File: src/rtl/alm_pkg.sv
package alm_pkg;

  localparam int REG_HIST_A = 0;
  localparam int REG_LIVE_A = 1;

  typedef enum logic [2:0] {
    S_IDLE,
    S_ADDR,
    S_AACK,
    S_WR,
    S_WACK,
    S_RD,
    S_MACK
  } tgt_st_t;

endpackage

File: src/rtl/alm_sync.sv
module alm_sync #(
  parameter int          STAGES  = 2,
  parameter int          W       = 2,
  parameter logic [W-1:0] RST_VAL = '1
) (
  input  logic         clk,
  input  logic         rst,
  input  logic [W-1:0] d,
  output logic [W-1:0] q
);

  logic [W-1:0] pipe [STAGES];

  always_ff @(posedge clk) begin
    if (rst) begin
      for (int i = 0; i < STAGES; i++) pipe[i] <= RST_VAL;
    end else begin
      pipe[0] <= d;
      for (int i = 1; i < STAGES; i++) pipe[i] <= pipe[i-1];
    end
  end

  assign q = pipe[STAGES-1];

endmodule

File: src/rtl/i2c_tgt.sv
module i2c_tgt
  import alm_pkg::*;
#(
  parameter int            DW       = 8,
  parameter logic [DW-2:0] DEV_ADDR = 7'h69,
  localparam int           BW       = $clog2(DW)
) (
  input  logic          clk,
  input  logic          rst,
  input  logic          scl_i,
  input  logic          sda_i,
  input  logic [DW-1:0] rd_data,
  output logic          rd_req,
  output logic [DW-1:0] ptr,
  output logic          sda_oe
);

  localparam logic [BW-1:0] LAST = BW'(DW - 1);

  tgt_st_t       st;
  logic          scl_q, sda_q;
  logic [DW-1:0] shreg, tx;
  logic [BW-1:0] bitcnt;
  logic          byte_done, rw, first_wr, nack;
  logic          scl_rise, scl_fall, start_c, stop_c;

  always_ff @(posedge clk) begin
    if (rst) begin
      scl_q <= 1'b1;
      sda_q <= 1'b1;
    end else begin
      scl_q <= scl_i;
      sda_q <= sda_i;
    end
  end

  assign scl_rise = scl_i & ~scl_q;
  assign scl_fall = ~scl_i & scl_q;
  assign start_c  = scl_i & scl_q & sda_q & ~sda_i;
  assign stop_c   = scl_i & scl_q & ~sda_q & sda_i;

  always_comb begin
    rd_req = scl_fall && ((st == S_AACK && rw) || (st == S_MACK && !nack));
  end

  always_ff @(posedge clk) begin
    if (rst) begin
      st        <= S_IDLE;
      shreg     <= '0;
      tx        <= '0;
      bitcnt    <= '0;
      byte_done <= 1'b0;
      rw        <= 1'b0;
      first_wr  <= 1'b0;
      nack      <= 1'b0;
      ptr       <= '0;
      sda_oe    <= 1'b0;
    end else if (start_c) begin
      st        <= S_ADDR;
      bitcnt    <= '0;
      byte_done <= 1'b0;
      sda_oe    <= 1'b0;
    end else if (stop_c) begin
      st        <= S_IDLE;
      byte_done <= 1'b0;
      sda_oe    <= 1'b0;
    end else begin
      if (scl_rise) begin
        case (st)
          S_ADDR, S_WR: begin
            shreg  <= {shreg[DW-2:0], sda_i};
            bitcnt <= bitcnt + 1'b1;
            if (bitcnt == LAST) byte_done <= 1'b1;
          end
          S_MACK: nack <= sda_i;
          default: ;
        endcase
      end
      if (scl_fall) begin
        case (st)
          S_ADDR: begin
            if (byte_done) begin
              byte_done <= 1'b0;
              if (shreg[DW-1:1] == DEV_ADDR) begin
                rw     <= shreg[0];
                sda_oe <= 1'b1;
                st     <= S_AACK;
              end else begin
                st <= S_IDLE;
              end
            end
          end
          S_AACK: begin
            bitcnt <= '0;
            if (rw) begin
              tx     <= rd_data;
              sda_oe <= ~rd_data[DW-1];
              st     <= S_RD;
            end else begin
              sda_oe   <= 1'b0;
              first_wr <= 1'b1;
              st       <= S_WR;
            end
          end
          S_WR: begin
            if (byte_done) begin
              byte_done <= 1'b0;
              sda_oe    <= 1'b1;
              st        <= S_WACK;
              if (first_wr) begin
                ptr      <= shreg;
                first_wr <= 1'b0;
              end
            end
          end
          S_WACK: begin
            sda_oe <= 1'b0;
            st     <= S_WR;
          end
          S_RD: begin
            if (bitcnt == LAST) begin
              sda_oe <= 1'b0;
              bitcnt <= '0;
              ptr    <= ptr + 1'b1;
              st     <= S_MACK;
            end else begin
              tx     <= {tx[DW-2:0], 1'b0};
              sda_oe <= ~tx[DW-2];
              bitcnt <= bitcnt + 1'b1;
            end
          end
          S_MACK: begin
            if (nack) begin
              st <= S_IDLE;
            end else begin
              tx     <= rd_data;
              sda_oe <= ~rd_data[DW-1];
              bitcnt <= '0;
              st     <= S_RD;
            end
          end
          default: ;
        endcase
      end
    end
  end

  // the pull-down only moves in a cycle that follows a low SCL sample
  a_r9_oe_scl_low: assert property (@(posedge clk) disable iff (rst)
    !$stable(sda_oe) |-> !$past(scl_i));

  // an acknowledge after an address byte needs a matching address
  a_r1_ack_own: assert property (@(posedge clk) disable iff (rst)
    ($rose(sda_oe) && $past(st) == S_ADDR) |-> ($past(shreg[DW-1:1]) == DEV_ADDR));

  // leaving a data byte steps the pointer by exactly one
  a_r7_ptr_step: assert property (@(posedge clk) disable iff (rst)
    ($past(st) == S_RD && st == S_MACK) |-> (ptr == $past(ptr) + 1'b1));

  // reset leaves the engine idle with SDA released
  a_r8_idle_after_rst: assert property (@(posedge clk)
    rst |=> (st == S_IDLE && !sda_oe && ptr == '0));

endmodule

File: src/rtl/alm_regs.sv
module alm_regs
  import alm_pkg::*;
#(
  parameter int ALM_N = 3,
  parameter int DW    = 8
) (
  input  logic             clk,
  input  logic             rst,
  input  logic [ALM_N-1:0] alarm_in,
  input  logic [DW-1:0]    ptr,
  input  logic             rd_req,
  output logic [DW-1:0]    rd_data
);

  logic [ALM_N-1:0] hist, live;
  logic             clr;

  assign clr = rd_req && (ptr == DW'(REG_HIST_A));

  always_ff @(posedge clk) begin
    if (rst) begin
      hist <= '0;
      live <= '0;
    end else begin
      live <= alarm_in;
      hist <= (clr ? '0 : hist) | alarm_in;
    end
  end

  always_comb begin
    rd_data = '0;
    if (ptr == DW'(REG_HIST_A))      rd_data[ALM_N-1:0] = hist;
    else if (ptr == DW'(REG_LIVE_A)) rd_data[ALM_N-1:0] = live;
  end

  // outside a clear, no history bit ever drops
  a_r2_hold: assert property (@(posedge clk) disable iff (rst)
    !clr |=> ((hist & $past(hist)) == $past(hist)));

  // after a clear only alarms present at that edge remain
  a_r3_clear: assert property (@(posedge clk) disable iff (rst)
    clr |=> ((hist & ~$past(alarm_in)) == '0));

  // an alarm coinciding with a clear is kept
  a_r10_keep_event: assert property (@(posedge clk) disable iff (rst)
    clr |=> ((hist & $past(alarm_in)) == $past(alarm_in)));

  // a load from any other pointer leaves history to accumulate only
  a_r5_no_side_clear: assert property (@(posedge clk) disable iff (rst)
    (rd_req && !clr) |=> (hist == ($past(hist) | $past(alarm_in))));

  // both registers come out of reset empty
  a_r8_regs_zero: assert property (@(posedge clk)
    rst |=> (hist == '0 && live == '0));

endmodule

File: src/rtl/alarm_irq_i2c.sv
module alarm_irq_i2c #(
  parameter int              DW          = 8,
  parameter int              ALM_N       = 3,
  parameter logic [DW-2:0]   DEV_ADDR    = 7'h69,
  parameter int              SYNC_STAGES = 2
) (
  input  logic             clk,
  input  logic             rst,
  input  logic             scl_in,
  input  logic             sda_in,
  input  logic [ALM_N-1:0] alarm_in,
  output logic             sda_oe
);

  logic [1:0]    bus_s;
  logic [DW-1:0] ptr, rd_data;
  logic          rd_req;

  alm_sync #(
    .STAGES (SYNC_STAGES),
    .W      (2),
    .RST_VAL(2'b11)
  ) u_sync (
    .clk(clk),
    .rst(rst),
    .d  ({scl_in, sda_in}),
    .q  (bus_s)
  );

  i2c_tgt #(
    .DW      (DW),
    .DEV_ADDR(DEV_ADDR)
  ) u_tgt (
    .clk    (clk),
    .rst    (rst),
    .scl_i  (bus_s[1]),
    .sda_i  (bus_s[0]),
    .rd_data(rd_data),
    .rd_req (rd_req),
    .ptr    (ptr),
    .sda_oe (sda_oe)
  );

  alm_regs #(
    .ALM_N(ALM_N),
    .DW   (DW)
  ) u_regs (
    .clk     (clk),
    .rst     (rst),
    .alarm_in(alarm_in),
    .ptr     (ptr),
    .rd_req  (rd_req),
    .rd_data (rd_data)
  );

endmodule

File: config.mk
export PLATFORM = sky130hd
export DESIGN_NAME = alarm_irq_i2c
export DESIGN_NICKNAME = d
export VERILOG_FILES = /design/src/rtl/alm_pkg.sv /design/src/rtl/alm_sync.sv /design/src/rtl/i2c_tgt.sv /design/src/rtl/alm_regs.sv /design/src/rtl/alarm_irq_i2c.sv
export SDC_FILE = /design/constraint.sdc
export NUM_CORES = 1
export LEC_CHECK = 0
export BUFFER_PORTS_ARGS = -buffer_cell sky130_fd_sc_hd__buf_2
export CAP_MARGIN = 5
export CELL_PAD_IN_SITES_DETAIL_PLACEMENT = 2
export CELL_PAD_IN_SITES_GLOBAL_PLACEMENT = 2
export CORE_UTILIZATION = 35
export CTS_BUF_LIST = sky130_fd_sc_hd__clkbuf_16
export CTS_CLUSTER_DIAMETER = 200
export DETAILED_ROUTE_END_ITERATION = 16
export PLACE_DENSITY_LB_ADDON = 0.1
export SYNTH_ARGS = -nofsm -noshare
export SYNTH_HDL_FRONTEND = slang
export SYNTH_SLANG_ARGS = --single-unit
File: constraint.sdc
create_clock -name clk -period 4.4 [get_ports clk]
set_input_delay 0.22 -clock clk [delete_from_list [all_inputs] [get_ports clk]]
set_output_delay 0.22 -clock clk [all_outputs]
set_load 0.05 [all_outputs]
* Word-level counts from Yosys, hierarchy flattened
Memory sizes are Yosys's and may differ from the RTL's. Cells that the tools add are included.
Cells by class: $add $sub $neg 2, equal/unequal tests 21, bitwise logic cells 17, reductions and logical operators 25, muxes and demuxes 48
Operator list (count):
- $mux W3 | 13
- $mux W8 | 3
- $mux W7 | 3
- $pmux W7 S3 | 1
- $mux W1 | 20
- $pmux W3 S6 | 1
- $reduce_and A6 Y1 | 3
- $pmux W8 S2 | 1
- $reduce_and A7 Y1 | 2
- $eq A3 B3 Y1 const B | 4
- $ne A2 B1 Y1 const B | 6
- $ne A4 B1 Y1 const B | 3
- $reduce_and A5 Y1 | 2
- $pmux W3 S3 | 1
- $add A8 B1 Y8 const B | 1
- $eq A8 B1 Y1 const B | 1
- $logic_not A8 Y1 | 1
- $reduce_and A4 Y1 | 2
- $reduce_bool A8 Y1 | 1
- $and A1 B1 Y1 | 7
- $eq A7 B7 Y1 const B | 1
- $not A1 Y1 | 7
- $eq A3 B2 Y1 const B | 2
- $mux W2 | 3
- other kinds (15) | 24
Word-level totals: logic and storage cells 129, register bits 42, output and inout bits 1, input bits 7, RAM bits 4, memories kept 1
Memory list:
- u_sync.pipe | words 2, width 2, read ports 2, clocked after Yosys merged registers in 0, wr ports 2, RTL line alm_sync.sv:12 | logic [W-1:0] pipe [STAGES];

* Depth between registers and ports, before layout
depth after elaboration 7, mapped depth 7, depth with buffers taken out 6

* By module
A second synthesis with hierarchy kept.
Unflattened totals: cell total of the unflattened synthesis 285, area, all modules 2422.3 um^2
By module, submodules not included:
- i2c_tgt | cells an instance 240, area an instance 1984.4 um^2, instances 1, sequential area each 720.7 um^2
- alm_regs | cells an instance 35, area an instance 317.8 um^2, instances 1, sequential area each 120.1 um^2
- alm_sync | cells an instance 10, area an instance 120.1 um^2, instances 1, sequential area each 80.1 um^2

* Worst setup path after synthesis
Ideal clock, no wire load.
path type flip-flop to flip-flop, from reg u_tgt.bitcnt[0], to reg u_tgt.ptr[5], cell stages (with the launch flop) 7, library setup time 115 ps, buffers on the path 1, clock period less this slack 1717 ps, slack 2683 ps, required time 4285 ps, arrival 1603 ps, cells stage by stage dfxtp_1 -> ha_1 -> ha_1 -> and3b_1 -> o211a_1 -> clkbuf_1 -> a2111oi_0
On the way: longest elaborated chain between the ends 3
Ends and longest elaborated chain:
- start, declared | RTL line i2c_tgt.sv:23 | logic [BW-1:0] bitcnt;
- start signal, assigned | RTL line i2c_tgt.sv:72 | bitcnt <= bitcnt + 1'b1;
- start signal, assigned | RTL line i2c_tgt.sv:129 | bitcnt <= bitcnt + 1'b1;
- $eq A3 B3 Y1 | RTL line i2c_tgt.sv:121 | if (bitcnt == LAST) begin
- $ne A2 B1 Y1 (no source line)
- $reduce_and A7 Y1 (no source line)
- end signal, assigned | RTL line i2c_tgt.sv:111 | ptr <= shreg;
- end signal, assigned | RTL line i2c_tgt.sv:124 | ptr <= ptr + 1'b1;
- end, declared | RTL line i2c_tgt.sv:14 | output logic [DW-1:0] ptr,
No other way between the ends. A chain may end at the register's enable or synchronous reset.

* Final worst setup path
from reg u_tgt.st[2], to reg u_tgt.bitcnt[0]
On the way: longest elaborated chain between the ends 7, elaborated cells between the ends (all ways) 11, those cells by class eq/ne (5); mux (5); reduce/logical (1)
Ends and longest elaborated chain:
- start, declared | RTL line i2c_tgt.sv:20 | tgt_st_t st;
- start signal, assigned | RTL line i2c_tgt.sv:48 | st <= S_IDLE;
- start signal, assigned | RTL line i2c_tgt.sv:59 | st <= S_ADDR;
- start signal, assigned | RTL line i2c_tgt.sv:64 | st <= S_IDLE;
- $eq A3 B1 Y1 or $eq A3 B2 Y1 (tied branches) | RTL line i2c_tgt.sv:69 | case (st)
- $reduce_or A2 Y1 (no source line)
- $mux W3 | RTL line i2c_tgt.sv:69
- $mux W3 | RTL line i2c_tgt.sv:68 | if (scl_rise) begin
- $mux W3 | RTL line i2c_tgt.sv:133 | if (nack) begin
- $pmux W3 S3 | RTL line i2c_tgt.sv:80 | case (st)
- $mux W3 * | RTL line i2c_tgt.sv:79 | if (scl_fall) begin
Mark *: on every way between the ends. The rest lies on a longest branch, timed or not.

==> impl_metrics.env <==
export IMPL_p_int_uw=639
export IMPL_gr_usage_all_layers_pct=21.7
export IMPL_gp_congestion=0.749
export IMPL_synth_main_ff_cell="dfxtp_1"
export IMPL_violations="DRC"
export IMPL_status="finished, violations left"
export IMPL_cts_reportedPaths_clkPinSlew_ps=60
export IMPL_switching_share_pct=22.0
export IMPL_ctsRootBufferMaster="clkbuf_16"
export IMPL_netlist_top_cells_area="dfxtp_1, nand2_1, a21oi_1"
export IMPL_cts_resized=0
export IMPL_numCtsBuffers=5
export IMPL_cts_tree="yes"
export IMPL_synth_cell_area_sq_mm=0.00238
export IMPL_vias=2149
export IMPL_p_seq_share_pct=52.7
export IMPL_netSwitchingPower_uw=180
export IMPL_diodes=0
export IMPL_cts_sinks=46
export IMPL_area_growth_pct=7.41
export IMPL_die_y_microns=84.5
export IMPL_whs_ps=118
export IMPL_max_freq_ghz=0.401
export IMPL_worstSetupStartpoint="u_tgt.st[2]$_SDFFE_PP0P_"
export IMPL_post_cts_buffers=0
export IMPL_critPathArrivalTime_ps=2680
export IMPL_syn_area_per_cell_sq_um=8.05
export IMPL_cts_hold_buf=0
export IMPL_p_per_area_mw_per_mm2=320
export IMPL_grt_first_pass_wirelength_microns=12200
export IMPL_dieWidth_microns=84.5
export IMPL_setup_violations=0
export IMPL_worstPathMaxFanout=23
export IMPL_hp_start="sda_in"
export IMPL_p_comb_share_pct=3.9
export IMPL_placed_area_sq_mm=0.00243
export IMPL_total_leakage_power_nw=0.929
export IMPL_rows=29
export IMPL_cap_violations=0
export IMPL_skew_ps=3.04
export IMPL_antenna_found_initial=0
export IMPL_timing_slew_headroom_pct=43.0
export IMPL_hold_path_class="primary input to flip-flop"
export IMPL_synth_edf_count=0
export IMPL_crit_type="flip-flop to flip-flop"
export IMPL_wl_per_cell_microns=19.3
export IMPL_drive_gt1_share_pct=8.65
export IMPL_totalWireLength_microns=7080
export IMPL_final_cell_mix="dfxtp_1, nand2_1, a21oi_1"
export IMPL_final_common_cell="dfxtp_1"
export IMPL_ys_seq_area_share_pct=38.7
export IMPL_finalHoldViolCount=0
export IMPL_viasPerCell=5.87
export IMPL_clk_latency_ps=280
export IMPL_final_nets=301
export IMPL_yosys_warnings=0
export IMPL_r2r_start="u_tgt.st[2]$_SDFFE_PP0P_"
export IMPL_grt_ovfl_total=0
export IMPL_dp_hpwl_microns=4760
export IMPL_fin_ws_ps=1900
export IMPL_syn_nets=308
export IMPL_grt_max_degree=37
export IMPL_drt_first_iter_violations=63
export IMPL_cts_htree_levels=2
export IMPL_slew_viol_final=0
export IMPL_grt_pass1_vias=2341
export IMPL_tns_ps=0
export IMPL_io_pins=8
export IMPL_dieArea_sq_mm=0.00714
export IMPL_finalCritPeriodShare_pct=56.7
export IMPL_postSynth_asyncResetShare_pct=0
export IMPL_core_sq_mm=0.00646
export IMPL_drtPass1Iterations=10
export IMPL_drc_errors=2
export IMPL_worst_slew_pin_slew_ps=853
export IMPL_synth_top_cell_area_share_pct=38.7
export IMPL_worst_endpoint_required_ps=4590
export IMPL_clockPowerShare_pct=43.4
export IMPL_synthDistinctLibCells=56
export IMPL_yosys_area_top_type="dfxtp_1"
export IMPL_initial_core_util_pct=36.9
export IMPL_pre_cts_ws_ps=1960
export IMPL_fin_crit_ps=2500
export IMPL_critPathLaunchType="flip-flop"
export IMPL_fin_area_sq_mm=0.00256
export IMPL_ys_ff_latch=46
export IMPL_clk_path_buf_depth=2
export IMPL_ant_nets=0
export IMPL_peakVddDrop_v=0.000148
export IMPL_netlist_instances=296
export IMPL_grt_setup_unrepaired="false"
export IMPL_io_buffers=7
export IMPL_worstSetupEndpointType="flip-flop"
per-stage QoR:
step / instances / utilization (%) / power (mW)
global placement: 359 / 37.6 / 0.472
finish: 366 / 39.6 / 0.819
floorplan: 296 / - / 0.463
global route: 366 / 39.6 / 0.853
detailed placement: 359 / 37.6 / 0.473
CTS: 366 / 39.6 / 0.833
critical path, stage by stage (launching register included):
cell	delay, ps
dfxtp_1	830
nand3b_1	710
o31ai_1	550
nor2_1	80
a211oi_1	210
Yosys cell counts (4+ instances only):
cell type / number
a21oi_1: 28
a31oi_1: 6
buf_2: 7
clkbuf_1: 13
dfxtp_1: 46
ha_1: 5
inv_1: 6
mux2i_1: 4
nand2_1: 42
nand2b_1: 5
nand3_1: 7
nand4_1: 8
nor2_1: 14
nor2b_1: 7
nor3_1: 4
o21ai_0: 15
o21ai_1: 5
o21bai_1: 4
o31ai_1: 6
or2_2: 5
power by group through the flow:
stage	clock [mW]	sequential (mW)	combinational, mW
finish	0.355	0.432	0.0320
CTS	0.369	0.432	0.0327
global placement	0	0.441	0.0316
floorplan	0	0.435	0.0274
detailed placement	0	0.441	0.0323
global route	0.383	0.433	0.0370
final timing paths:
path	to	slack [ps]	depth (start not counted)
max reg2reg	u_tgt.bitcnt[0]$_SDFFE_PP0N_	1900	4
min	u_sync.pipe[0][0]$_SDFF_PP1_	120	2
max	u_tgt.bitcnt[0]$_SDFFE_PP0N_	1900	4
min reg2reg	u_sync.pipe[0][2]$_SDFF_PP1_	420	1
kinds of logic (layout without fill, tap and decap cells):
kind of cell	after synthesis	after routing	share of synthesized area [%]
AND/OR/NAND/NOR	125	125	29.2
flip-flops	46	46	38.7
buffers and inverters	28	21	4.78
XOR/XNOR	1	1	0.368
multiplexers	5	5	2.15
AO/OA/AOI/OAI	86	86	22.2
adder cells (fa/ha/maj)	5	5	2.63
layout make-up:
| class | count | area, sq um |
|---|---|---|
| clock inverter | 2 | 7.51 |
| clock buffer | 5 | 125 |
| sequential | 46 | 921 |
| timing repair buffer | 7 | 35.0 |
| multi-input combinational | 222 | 1350 |
| tap | 77 | 96.3 |
| fill | 758 | 3900 |
| inverter | 7 | 26.3 |
state kept, by name, summed over array words and instances (netlist names):
| name | cells |
|---|---|
| u_tgt.st | 3 |
| u_tgt.ptr | 8 |
| u_tgt.scl_q | 1 |
| u_regs.hist | 3 |
| u_regs.live | 3 |
| u_tgt.byte_done | 1 |
| u_tgt.nack | 1 |
| u_tgt.sda_q | 1 |
| u_tgt.bitcnt | 3 |
| u_tgt.tx | 7 |
| u_tgt.rw | 1 |
| u_tgt.sda_oe | 1 |
| u_sync.pipe | 4 |
| u_tgt.first_wr | 1 |
| u_tgt.shreg | 8 |
routing by layer:
layer | GRT usage, % | routed length, microns | vias up
met3 | 3.24 | 117 | 7
met4 | 6.01 | 80 | 0
met1 | 27.9 | 3410 | 1080
li1 | - | - | 1051
met5 | 0 | 0 | -
met2 | 37.8 | 3470 | 11
(Power assumes the default switching activity.)
